### src/rtl/ps_la_pkg.sv
package ps_la_pkg;
  typedef enum logic [1:0] {
    MD_OFF    = 2'd0,
    MD_LOAD   = 2'd1,
    MD_RUN    = 2'd2,
    MD_DIRECT = 2'd3
  } mode_e;

  localparam logic [2:0] CK_OTHER = 3'd0;
  localparam logic [2:0] CK_WAIT  = 3'd1;
  localparam logic [2:0] CK_RAMP  = 3'd2;
  localparam logic [2:0] CK_TRIG  = 3'd3;
  localparam logic [2:0] CK_END   = 3'd4;
  localparam logic [2:0] CK_SET   = 3'd5;
endpackage

### src/rtl/ps_la_thresh.sv
// Remaining-time comparator: threshold chosen by the prescale bit.
module ps_la_thresh #(
  parameter int TICK_W  = 23,
  parameter int TH_FAST = 1639,
  parameter int TH_SLOW = 2622
) (
  input  logic              prescale,
  input  logic [TICK_W-1:0] remain,
  output logic              above
);
  localparam logic [TICK_W-1:0] LIM_F = TICK_W'(TH_FAST);
  localparam logic [TICK_W-1:0] LIM_S = TICK_W'(TH_SLOW);

  logic [TICK_W-1:0] lim;
  assign lim   = prescale ? LIM_S : LIM_F;
  assign above = remain > lim;
endmodule

### src/rtl/ps_la_engine.sv
// Per-engine verdict: mode rules, command rules and the stored verdict
// used while a neutral command executes.
module ps_la_engine
  import ps_la_pkg::*;
#(
  parameter int TICK_W  = 23,
  parameter int PWM_W   = 8,
  parameter int TH_FAST = 1639,
  parameter int TH_SLOW = 2622,
  parameter int SET_MIN = 1639
) (
  input  logic              clk,
  input  logic              rst_n,
  input  logic              stb,
  input  logic [1:0]        mode,
  input  logic [2:0]        cmd,
  input  logic [TICK_W-1:0] remain,
  input  logic              prescale,
  input  logic [PWM_W-1:0]  pwm,
  input  logic [TICK_W-1:0] next_wait,
  input  logic              end_rst,
  output logic              qual
);
  localparam logic [TICK_W-1:0] SET_LIM = TICK_W'(SET_MIN);

  logic pwm_idle, above, set_ok, run_q, decisive, held_q;

  assign pwm_idle = (pwm == '0);
  assign set_ok   = (next_wait >= SET_LIM);

  ps_la_thresh #(.TICK_W(TICK_W), .TH_FAST(TH_FAST), .TH_SLOW(TH_SLOW)) thr_i (
    .prescale(prescale), .remain(remain), .above(above)
  );

  always_comb begin
    decisive = 1'b1;
    case (cmd)
      CK_WAIT, CK_RAMP: run_q = pwm_idle & above;
      CK_TRIG:          run_q = pwm_idle;
      CK_END:           run_q = pwm_idle | end_rst;
      CK_SET:           run_q = pwm_idle & set_ok;
      default: begin
        run_q    = held_q;
        decisive = 1'b0;
      end
    endcase
  end

  always_comb begin
    case (mode_e'(mode))
      MD_OFF:    qual = 1'b1;
      MD_LOAD:   qual = 1'b0;
      MD_DIRECT: qual = pwm_idle;
      default:   qual = run_q;
    endcase
  end

  always_ff @(posedge clk) begin
    if (!rst_n)
      held_q <= 1'b0;
    else if (stb && mode == MD_RUN && decisive)
      held_q <= run_q;
  end

  // a loading engine never grants
  p_load_blocks_r3: assert property (@(posedge clk) disable iff (!rst_n)
    (mode == MD_LOAD) |-> !qual);
  // stored verdict moves only on a strobe
  p_held_stable_r8: assert property (@(posedge clk) disable iff (!rst_n)
    !stb |=> $stable(held_q));
  // wait/ramp with active PWM blocks in run mode
  p_busy_blocks_r4: assert property (@(posedge clk) disable iff (!rst_n)
    (mode == MD_RUN && (cmd == CK_WAIT || cmd == CK_RAMP) && pwm != '0) |-> !qual);
endmodule

### src/rtl/ps_lookahead.sv
// Top: unanimity across engines, strobe-timed entry, immediate exit.
module ps_lookahead
  import ps_la_pkg::*;
#(
  parameter int NUM_ENG = 3,
  parameter int TICK_W  = 23,
  parameter int PWM_W   = 8,
  parameter int TH_FAST = 1639,
  parameter int TH_SLOW = 2622,
  parameter int SET_MIN = 1639
) (
  input  logic                      clk,
  input  logic                      rst_n,
  input  logic                      ps_en,
  input  logic                      cyc_stb,
  input  logic [NUM_ENG*2-1:0]      eng_mode,
  input  logic [NUM_ENG*3-1:0]      eng_cmd,
  input  logic [NUM_ENG*TICK_W-1:0] eng_remain,
  input  logic [NUM_ENG-1:0]        eng_prescale,
  input  logic [NUM_ENG*PWM_W-1:0]  eng_pwm,
  input  logic [NUM_ENG*TICK_W-1:0] eng_next_wait,
  input  logic [NUM_ENG-1:0]        eng_end_rst,
  output logic                      ps_req,
  output logic                      wake_req
);
  logic [NUM_ENG-1:0] qual_v;
  logic ok, ps_q;

  for (genvar e = 0; e < NUM_ENG; e++) begin : g_eng
    ps_la_engine #(
      .TICK_W(TICK_W), .PWM_W(PWM_W), .TH_FAST(TH_FAST),
      .TH_SLOW(TH_SLOW), .SET_MIN(SET_MIN)
    ) eng_i (
      .clk      (clk),
      .rst_n    (rst_n),
      .stb      (cyc_stb),
      .mode     (eng_mode[e*2 +: 2]),
      .cmd      (eng_cmd[e*3 +: 3]),
      .remain   (eng_remain[e*TICK_W +: TICK_W]),
      .prescale (eng_prescale[e]),
      .pwm      (eng_pwm[e*PWM_W +: PWM_W]),
      .next_wait(eng_next_wait[e*TICK_W +: TICK_W]),
      .end_rst  (eng_end_rst[e]),
      .qual     (qual_v[e])
    );
  end

  assign ok = ps_en & (&qual_v);

  always_ff @(posedge clk) begin
    if (!rst_n)     ps_q <= 1'b0;
    else if (!ok)   ps_q <= 1'b0;
    else if (cyc_stb) ps_q <= 1'b1;
  end

  assign ps_req   = ps_q & ok;
  assign wake_req = ps_q & ~ok;

  // request never stands without the enable
  p_need_en_r2: assert property (@(posedge clk) disable iff (!rst_n)
    ps_req |-> ps_en);
  // entry follows a strobe
  p_entry_strobe_r9: assert property (@(posedge clk) disable iff (!rst_n)
    $rose(ps_req) |-> $past(cyc_stb));
  // wake is a single-cycle pulse followed by no request
  p_wake_pulse_r10: assert property (@(posedge clk) disable iff (!rst_n)
    wake_req |=> (!wake_req && !ps_req));
  // exclusive outputs
  p_excl_r10: assert property (@(posedge clk) disable iff (!rst_n)
    !(ps_req && wake_req));
endmodule

### config.mk
export PLATFORM = sky130hd
export DESIGN_NAME = ps_lookahead
export DESIGN_NICKNAME = d
export VERILOG_FILES = /design/src/rtl/ps_la_pkg.sv /design/src/rtl/ps_la_thresh.sv /design/src/rtl/ps_la_engine.sv /design/src/rtl/ps_lookahead.sv
export SDC_FILE = /design/constraint.sdc
export NUM_CORES = 1
export LEC_CHECK = 0
export ABC_AREA = 1
export ABC_CLOCK_PERIOD_IN_PS = 4510
export BUFFER_PORTS_ARGS = -buffer_cell sky130_fd_sc_hd__buf_2
export CORE_MARGIN = 8
export CORE_UTILIZATION = 38
export DETAILED_ROUTE_END_ITERATION = 10
export PLACE_DENSITY_LB_ADDON = 0.08
export SYNTH_ARGS = -nofsm -noshare
export SYNTH_HDL_FRONTEND = slang
export SYNTH_HIERARCHICAL = 1
export SYNTH_SLANG_ARGS = --single-unit
### constraint.sdc
create_clock -name clk -period 4.51 [get_ports clk]
set_clock_uncertainty 0.2 [all_clocks]
set_input_delay 0.6765 -clock clk [delete_from_list [all_inputs] [get_ports clk]]
set_output_delay 0.6765 -clock clk [all_outputs]
set_load 0.005 [all_outputs]
======== Yosys cells after proc, flatten, opt, wreduce, memory -nomap -nowiden ========
Cells that the tools add are included.
cells by class
  add/sub/neg operators ................... 0
  multiply operators ...................... 0
  divide/modulo/power cells ............... 0
  $lt $le $gt $ge ......................... 6
  equality and inequality tests ........... 24
  shift-type cells ........................ 0
  mux-type cells .......................... 12
  bitwise logic cells ..................... 13
  reductions and logical operators ........ 20
operator list
  kind                                                   number
  >= comparator 23 x 11 -> 1 bit, second input constant  3
  greater-than comparator 23 bit                         3
  two-way mux 12 bit                                     3
  zero test 8 bit                                        3
  equality test 3 x 2 -> 1 bit, second input constant    6
  equality test 3 bit, second input constant             6
  OR reduction 5 bit                                     3
  equality test 2 bit, second input constant             6
  one-hot mux 1 bit (4 select lines)                     3
  bitwise AND 1 bit                                      9
  equality test 3 x 1 -> 1 bit, second input constant    3
  one-hot mux 1 bit (3 select lines)                     3
  equality test 2 x 1 -> 1 bit, second input constant    3
  logical AND 1 bit                                      6
  zero test 2 bit                                        3
  OR reduction 2 bit                                     3
  two-way mux 1 bit                                      3
  OR 1 bit                                               3
  AND reduction 3 bit                                    1
  AND reduction 2 bit                                    1
  inverter 1 bit                                         1
storage, ports and cells
  bits in registers ....................... 4
  bits in latches ......................... 0
  bits in writable memories ............... 0
  memory bits (read-only) ................. 0
  bits of input ports ..................... 187
  output and inout bits ................... 2
  memories ................................ 0

======== Depth between registers and ports, before layout ========
Gate-level depths: netlist of run 1.
  word-level depth ........................ 9
  depth in mapped cells ................... 20
  mapped depth without buffers ............ 20

======== Hierarchy ========
The synthesis of run 1 kept the hierarchy.
by module, submodules not included
  module        times used  cells an instance  area an instance (sq um)  sequential area each (sq um)
  ps_la_thresh  3           57                 287.8                     0.0
  ps_la_engine  3           62                 275.3                     20.0
  ps_lookahead  1           12                 62.6                      20.0

======== Worst setup path before layout of run 1 ========
No wires, ideal clock.
  kind .................................... input to output
  from .................................... input port eng_prescale[2]
  to ...................................... output port ps_req
  arrival time ............................ 2.112 ns
  setup slack ............................. 1.521 ns
  stages .................................. 20
  path buffers ............................ 0
  path through ............................ inv_1 ha_1 nand2_2 nor2_2 nand2_1 nor2_1 nand2_1 a21oi_1 nand2_1 nand2_1 inv_1 nand2_1 nand2_1 nand2_1 nand2_1 nand2_1 nand2_1 inv_1 nand2_1 nor2_1
between the ends
  longest elaborated chain between the ends .. 8
RTL lines
  item                                line                RTL
  from (decl)                         ps_lookahead.sv:19  input logic [NUM_ENG-1:0] eng_prescale,
  two-way mux 12 bit                  ps_la_thresh.sv:15  assign lim = prescale ? LIM_S : LIM_F;
  greater-than comparator 23 bit      ps_la_thresh.sv:16  assign above = remain > lim;
  net g_eng[2].eng_i.above            ps_la_engine.sv:26  logic pwm_idle, above, set_ok, run_q, decisive, held_q;
  bitwise AND 1 bit                   ps_la_engine.sv:38  CK_WAIT, CK_RAMP: run_q = pwm_idle & above;
  one-hot mux 1 bit (4 select lines)  ps_la_engine.sv:37  case (cmd)
  one-hot mux 1 bit (3 select lines)  ps_la_engine.sv:50  case (mode_e'(mode))
  net qual_v[2]                       ps_lookahead.sv:26  logic [NUM_ENG-1:0] qual_v;
  AND reduction 3 bit                 ps_lookahead.sv:48  assign ok = ps_en & (&qual_v);
  bitwise AND 1 bit                   ps_lookahead.sv:48
  bitwise AND 1 bit                   ps_lookahead.sv:56  assign ps_req = ps_q & ok;
  to (decl)                           ps_lookahead.sv:23  output logic ps_req,
The timed path passes the listed nets, and every way through them passes these cells.

======== Final worst setup path of run 1 ========
  from .................................... input port eng_prescale[0]
  to ...................................... output port ps_req
between the ends
  longest elaborated chain between the ends .. 8
RTL lines
  item                                line
  two-way mux 12 bit                  ps_la_thresh.sv:15
  greater-than comparator 23 bit      ps_la_thresh.sv:16
  net g_eng[0].eng_i.above            ps_la_engine.sv:26
  bitwise AND 1 bit                   ps_la_engine.sv:38
  one-hot mux 1 bit (4 select lines)  ps_la_engine.sv:37
  one-hot mux 1 bit (3 select lines)  ps_la_engine.sv:50
  net qual_v[0]                       ps_lookahead.sv:26
  AND reduction 3 bit                 ps_lookahead.sv:48
  bitwise AND 1 bit                   ps_lookahead.sv:48
  bitwise AND 1 bit                   ps_lookahead.sv:56
The timed path passes the listed nets, and every way through them passes these cells.

==> results.json, run 1 <==
{
  "pre_cts_slack_ps": 1080,
  "final_min_period_over_clock_period_pct": 75.6,
  "insertion_delay_ps": 210,
  "crit_slowest_cell": "ha_1",
  "syn_inst": 369,
  "synth_top_cell_area_share_pct": 23.8,
  "min_period_ps": 3410,
  "grtUsageMet3_pct": 6.93,
  "syn_to_final_growth_pct": 59.8,
  "antenna_cells": 0,
  "numCtsBuffers": 3,
  "ctsResizeCount": 0,
  "core_um2": 4380,
  "end_kind": "output port",
  "dp_hpwl_um": 6140,
  "final_common_cell": "buf_2",
  "cts-htree-levels": 1,
  "die_w_um": 83.9,
  "hp-class": "reg2reg",
  "layout_common_cells": "buf_2, nand2_1, nor2_1",
  "final_nets": 767,
  "setup_viol": 0,
  "dpl_cell_area_um2": 2760,
  "fin_cells": 612,
  "die-area_um2": 7040,
  "routed_via_density": 4.37,
  "vias": 2676,
  "cts_setup_buffers": 0,
  "ir_worst_vdd_mv": 0.0630,
  "fmax_ghz": 0.293,
  "syn_area_um2": 1750,
  "use_met2_pct": 35.8,
  "die_y_um": 83.9,
  "dp_cells": 609,
  "ys_seq_area_share_pct": 4.57,
  "syn_nets": 574,
  "tightest_slew_ps": 194,
  "cap_viol_max_count": 0,
  "worstPathArrival_ps": 2530,
  "gr-total-overflow": 0,
  "wl_per_cell_um": 10.6,
  "p_leak_nw": 1.78,
  "groute.usage.overall_pct": 17.6,
  "finalMaxSlewViolations": 0,
  "ctsRootBufferMaster": "clkbuf_8",
  "clock_sink_count": 4,
  "hold_violations": 0,
  "finalWorstSetupSlack_ps": 1100,
  "ant_nets": 0,
  "startpoint_type": "primary input",
  "worstPathRequired_ps": 3630,
  "io_buffers": 188,
  "wl_um": 6480,
  "synth_area_leaders": "nand2_1, nor2_1, ha_1",
  "utilization_pct": 63.8,
  "cts_hold_buf": 0,
  "drive_gt1_share_pct": 37.3,
  "synth_top_cell_by_area": "nand2_1",
  "worstSetupPathType": "in2out",
  "initial_core_util_pct": 40.0,
  "synth_cell_types": 18,
  "grt_start_max_net_pins": 6,
  "finalSetupTns_ps": 0,
  "cellPowerDensity_nw_per_um2": 102,
  "io-pin-count": 189,
  "clk_pin_slew_ps": 30,
  "crit_family": "simple AND/OR/NAND/NOR gates",
  "outcome": "finished, final reports clean",
  "final_area_um2": 2800,
  "yosys_warnings": 6,
  "cp_cell_sequence": "buf_2 > inv_1 > ha_1 > nand2_1 > nor2_1 > nand3b_1 > nand2_1 > nand2_1 > a21oi_1 > nand2_1 > nand2_1 > inv_1 > nand2_1 > nand2_1 > nand2_1 > nand2_1 > nand2_1 > nand2_1 > inv_1 > nand2_1 > nor2_1 > buf_2",
  "cpPeakStageDelay_ps": 300,
  "syn_area_per_cell_um2": 4.75,
  "clockBufferDepth": 2,
  "first_iter_violations": 74,
  "path_max_fanout": 4,
  "ys_ff_latch": 4,
  "cts_tree": "built",
  "busiest_layer": "met2",
  "grt_pass1_wl_um": 10900,
  "max_slew_margin_pct": 86.9,
  "place_congestion": 0.807,
  "crit_buf_inv": 5,
  "drc": 0,
  "first_pass_iters": 6,
  "grt_setup_unrepaired": "false",
  "grt_use_met1_pct": 15.4,
  "antenna_found_initial": 0,
  "grt_pass1_vias": 2831,
  "row_count": 24,
  "critPathMostFrequentCell": "nand2_1"
}
cells in the mapped netlist:
cell / instances
or2_1: 6
nand2_1: 111
inv_2: 3
or2_2: 3
nor3_1: 3
a21oi_1: 15
inv_1: 57
nor2_2: 6
nand3_1: 18
ha_1: 18
dfxtp_1: 4
and3_4: 3
nand3b_1: 3
nand2_2: 3
o21ai_0: 1
nand4_1: 3
o21a_1: 3
nor2_1: 109
sequential cells by signal, summed over array words and instances (netlist names):
register,flops
ps_q,1
g_eng.eng_i/held_q,3
where the power goes:
part | total [mW] | leakage, nW | internal (mW) | switching (mW)
clock network | 0.0753 | 0.0216 | 0.0569 | 0.0184
registers | 0.0372 | 0.0324 | 0.0367 | 0.000481
logic | 0.172 | 1.72 | 0.0944 | 0.0775
final timing paths:
kind / to / slack [ps] / cells after the start / start
hold / removal: ps_q / 330 / 2 / ps_q
setup / recovery: ps_req / 1100 / 22 / eng_prescale[0]
hold reg to reg: ps_q / 330 / 2 / ps_q
setup reg to reg: ps_q / 3240 / 10 / g_eng[2].eng_i/held_q
logic make-up after synthesis:
kind of cell / Yosys count / synth area share [%]
flip-flops: 4 / 4.57
AND/OR/NAND/NOR: 268 / 63.9
AO/OA/AOI/OAI: 19 / 5.86
adder cells (fa/ha/maj): 18 / 12.9
buffers and inverters: 60 / 12.9
stage by stage:
step | total power [mW] | hold slack (ps)
floorplan | 0.114 | 290
CTS | 0.288 | 334
detailed placement | 0.210 | 325
global route | 0.317 | 365
finish | 0.284 | 325
global placement | 0.205 | 316
layer usage:
layer / up-vias / share of wire [%]
li1: 1504 / -
met1: 1050 / 37
met2: 112 / 52
met3: 10 / 9.3
met4: 0 / 1.4
met5: - / 0
layout make-up:
class / count / area [um^2]
Clock buffer: 3 / 41.3
Fill cell: 474 / 1590
Inverter: 60 / 225
Multi-Input combinational cell: 305 / 1450
Sequential cell: 4 / 80.1
Tap cell: 52 / 65.1
Timing Repair Buffer: 188 / 941
worst min-delay path: stages, from the launching register on:
cell,delay [ps]
dfxtp_1,310
o21ai_0,80
nor2_1,90
No activity file was read; power rests on OpenSTA's default activity.
==> run 2, diff against run 1 <==
--- a/config.mk
+++ b/config.mk
@@ -6,10 +6,10 @@
 export NUM_CORES = 1
 export LEC_CHECK = 0
 export ABC_AREA = 1
-export ABC_CLOCK_PERIOD_IN_PS = 4510
+export ABC_CLOCK_PERIOD_IN_PS = 3600
 export BUFFER_PORTS_ARGS = -buffer_cell sky130_fd_sc_hd__buf_2
 export CORE_MARGIN = 8
-export CORE_UTILIZATION = 38
+export CORE_UTILIZATION = 36
 export DETAILED_ROUTE_END_ITERATION = 10
 export PLACE_DENSITY_LB_ADDON = 0.08
 export SYNTH_ARGS = -nofsm -noshare
==> constraint.sdc (replaced) <==
create_clock -name clk -period 3.6 [get_ports clk]
set_clock_uncertainty 0.2 [all_clocks]
set_input_delay 0.54 -clock clk [delete_from_list [all_inputs] [get_ports clk]]
set_output_delay 0.54 -clock clk [all_outputs]
set_load 0.005 [all_outputs]
==> run 2 against run 1 <==
  * Via count increased by 0.15%
  * Final area increased by 0.67%
  * Wire length increased by 0.20%
  * Sequential cell count unchanged
  * Non-clock buffer count unchanged
  * Largest cell class unchanged
==> results.json, run 2 (synthesis gave the netlist of run 1 again) <==
{
  "outcome": "finished, final reports clean",
  "r2r_cells": 10,
  "initial_core_util_pct": 37.1,
  "first_iter_violations": 45,
  "place_congestion": 0.774,
  "setup_viol": 0,
  "io-pin-count": 189,
  "whs_ps": 334,
  "final_common_cell": "buf_2",
  "grt_pass1_vias": 2658,
  "final_min_period_over_clock_period_pct": 87.7,
  "clockBufferDepth": 2,
  "fmax_ghz": 0.317,
  "row_count": 25,
  "ant_nets": 0,
  "clk_pin_slew_ps": 30,
  "grt_setup_unrepaired": "false",
  "r2r_slack_ps": 2350,
  "clock_sink_count": 4,
  "antenna_found_initial": 0,
  "critPathMostFrequentCell": "nand2_1",
  "antenna_cells": 0,
  "wl_per_cell_um": 10.4,
  "ir_worst_vdd_mv": 0.0780,
  "cap_viol_max_count": 0,
  "worstPathArrival_ps": 2420,
  "reg_top3": "g_eng.eng_i/held_q x3, ps_q x1",
  "max_slew_margin_pct": 86.7,
  "cp_cell_sequence": "buf_2 > inv_1 > ha_1 > nand2_1 > nor2_1 > nand3b_1 > nand2_1 > nand2_1 > a21oi_1 > nand2_1 > nand2_1 > inv_1 > nand2_1 > nand2_1 > nand2_1 > nand2_1 > nand2_1 > nand2_1 > inv_1 > nand2_1 > nor2_1 > buf_2",
  "nFillCells": 518,
  "largest_reg_flops": 3,
  "ctsResizeCount": 0,
  "gr-total-overflow": 0,
  "startpoint_type": "primary input",
  "cts_tree": "built",
  "min_period_ps": 3160,
  "cts-htree-levels": 1,
  "worstPathRequired_ps": 2860,
  "wl_um": 6500,
  "cts_setup_buffers": 0,
  "finalPower_mw": 0.357,
  "regMostFlops": "g_eng.eng_i/held_q",
  "die-area_um2": 7350,
  "worstSetupPathType": "in2out",
  "final_nets": 767,
  "syn_to_final_growth_pct": 60.9,
  "layout_common_cells": "buf_2, nand2_1, nor2_1",
  "r2r-start": "g_eng[2].eng_i/held_q",
  "crit_slowest_cell": "ha_1",
  "finalSetupTns_ps": 0,
  "dp_hpwl_um": 6100,
  "cellPowerDensity_nw_per_um2": 127,
  "first_pass_iters": 4,
  "groute.usage.overall_pct": 16.5,
  "die_w_um": 85.8,
  "drc": 0,
  "min_path_cells": 2,
  "hp-class": "reg2reg",
  "vias": 2680,
  "holdPathEnd": "ps_q",
  "drive_gt1_share_pct": 37.3,
  "p_leak_nw": 1.78,
  "numCtsBuffers": 3,
  "die_y_um": 85.8,
  "grt_start_max_net_pins": 6,
  "hp-start": "ps_q",
  "finalMaxSlewViolations": 0,
  "end_kind": "output port",
  "insertion_delay_ps": 220,
  "ctsRootBufferMaster": "clkbuf_8",
  "cpPeakStageDelay_ps": 300,
  "hold_violations": 0,
  "io_buffers": 188,
  "routed_via_density": 4.27,
  "path_max_fanout": 4,
  "grt_pass1_wl_um": 10300,
  "r2r-end": "ps_q",
  "tightest_slew_ps": 199,
  "multi_input_area_um2": 1450,
  "core_um2": 4720,
  "cts_hold_buf": 0,
  "regArea_um2": 80.1
}
-- run 2: cell counts in the layout (fill, tap and decap cells not counted) --
Identical to the previous run, type by type.
-- run 2: final cells by class --
cell class / count / share of cell area [%]
inverter: 60 / 7.99
timing repair buffer: 188 / 33.4
tap: 67 / 2.98
multi-input combinational: 305 / 51.3
clock buffer: 3 / 1.47
sequential: 4 / 2.84
-- run 2: per-layer routing --
layer  GRT usage (%)  routed length (um)  up-vias  part of all wire [%]
met5               0                   0        -                     0
met4            3.82                  27        0                  0.42
met3            7.74                 750        2                    12
met2            31.7                3320      102                    51
met1            15.3                2400     1074                    37
li1                -                   -     1502                     -
-- run 2: worst max-delay path by stage --
stage | cells past startpoint | slack [ps] | from | end
5_1_grt | 22 | 130 | eng_prescale[1] | ps_req
2_1_floorplan | 20 | 880 | eng_prescale[2] | ps_req
4_1_cts | 22 | 410 | eng_prescale[0] | ps_req
3_5_place_dp | 22 | 420 | eng_prescale[0] | ps_req
6_report | 22 | 440 | eng_prescale[0] | ps_req
3_3_place_gp | 22 | 470 | eng_prescale[0] | ps_req
-- run 2: through the flow --
stage	utilization, %	setup WS, ps	area, um^2	std cells
6_report	59.7	444	2820	627
5_1_grt	59.7	132	2820	627
4_1_cts	59.7	406	2820	627
3_5_place_dp	58.8	424	2780	624
3_3_place_gp	58.8	474	2780	624
2_1_floorplan	-	884	1750	369
-- run 2: power by group --
group	internal (mW)	total, mW	leakage [nW]	switching [mW]
Sequential	0.0460	0.0466	0.0324	0.000607
Combinational	0.119	0.216	1.72	0.0975
Clock	0.0713	0.0943	0.0216	0.0230
-- run 2: critical path, delay by kind of cell --
| kind | cells | cell delay, ps |
|---|---|---|
| AO/OA/AOI/OAI | 1 | 150 |
| AND/OR/NAND/NOR | 15 | 990 |
| adder cells (fa/ha/maj) | 1 | 300 |
| buffers and inverters | 5 | 400 |
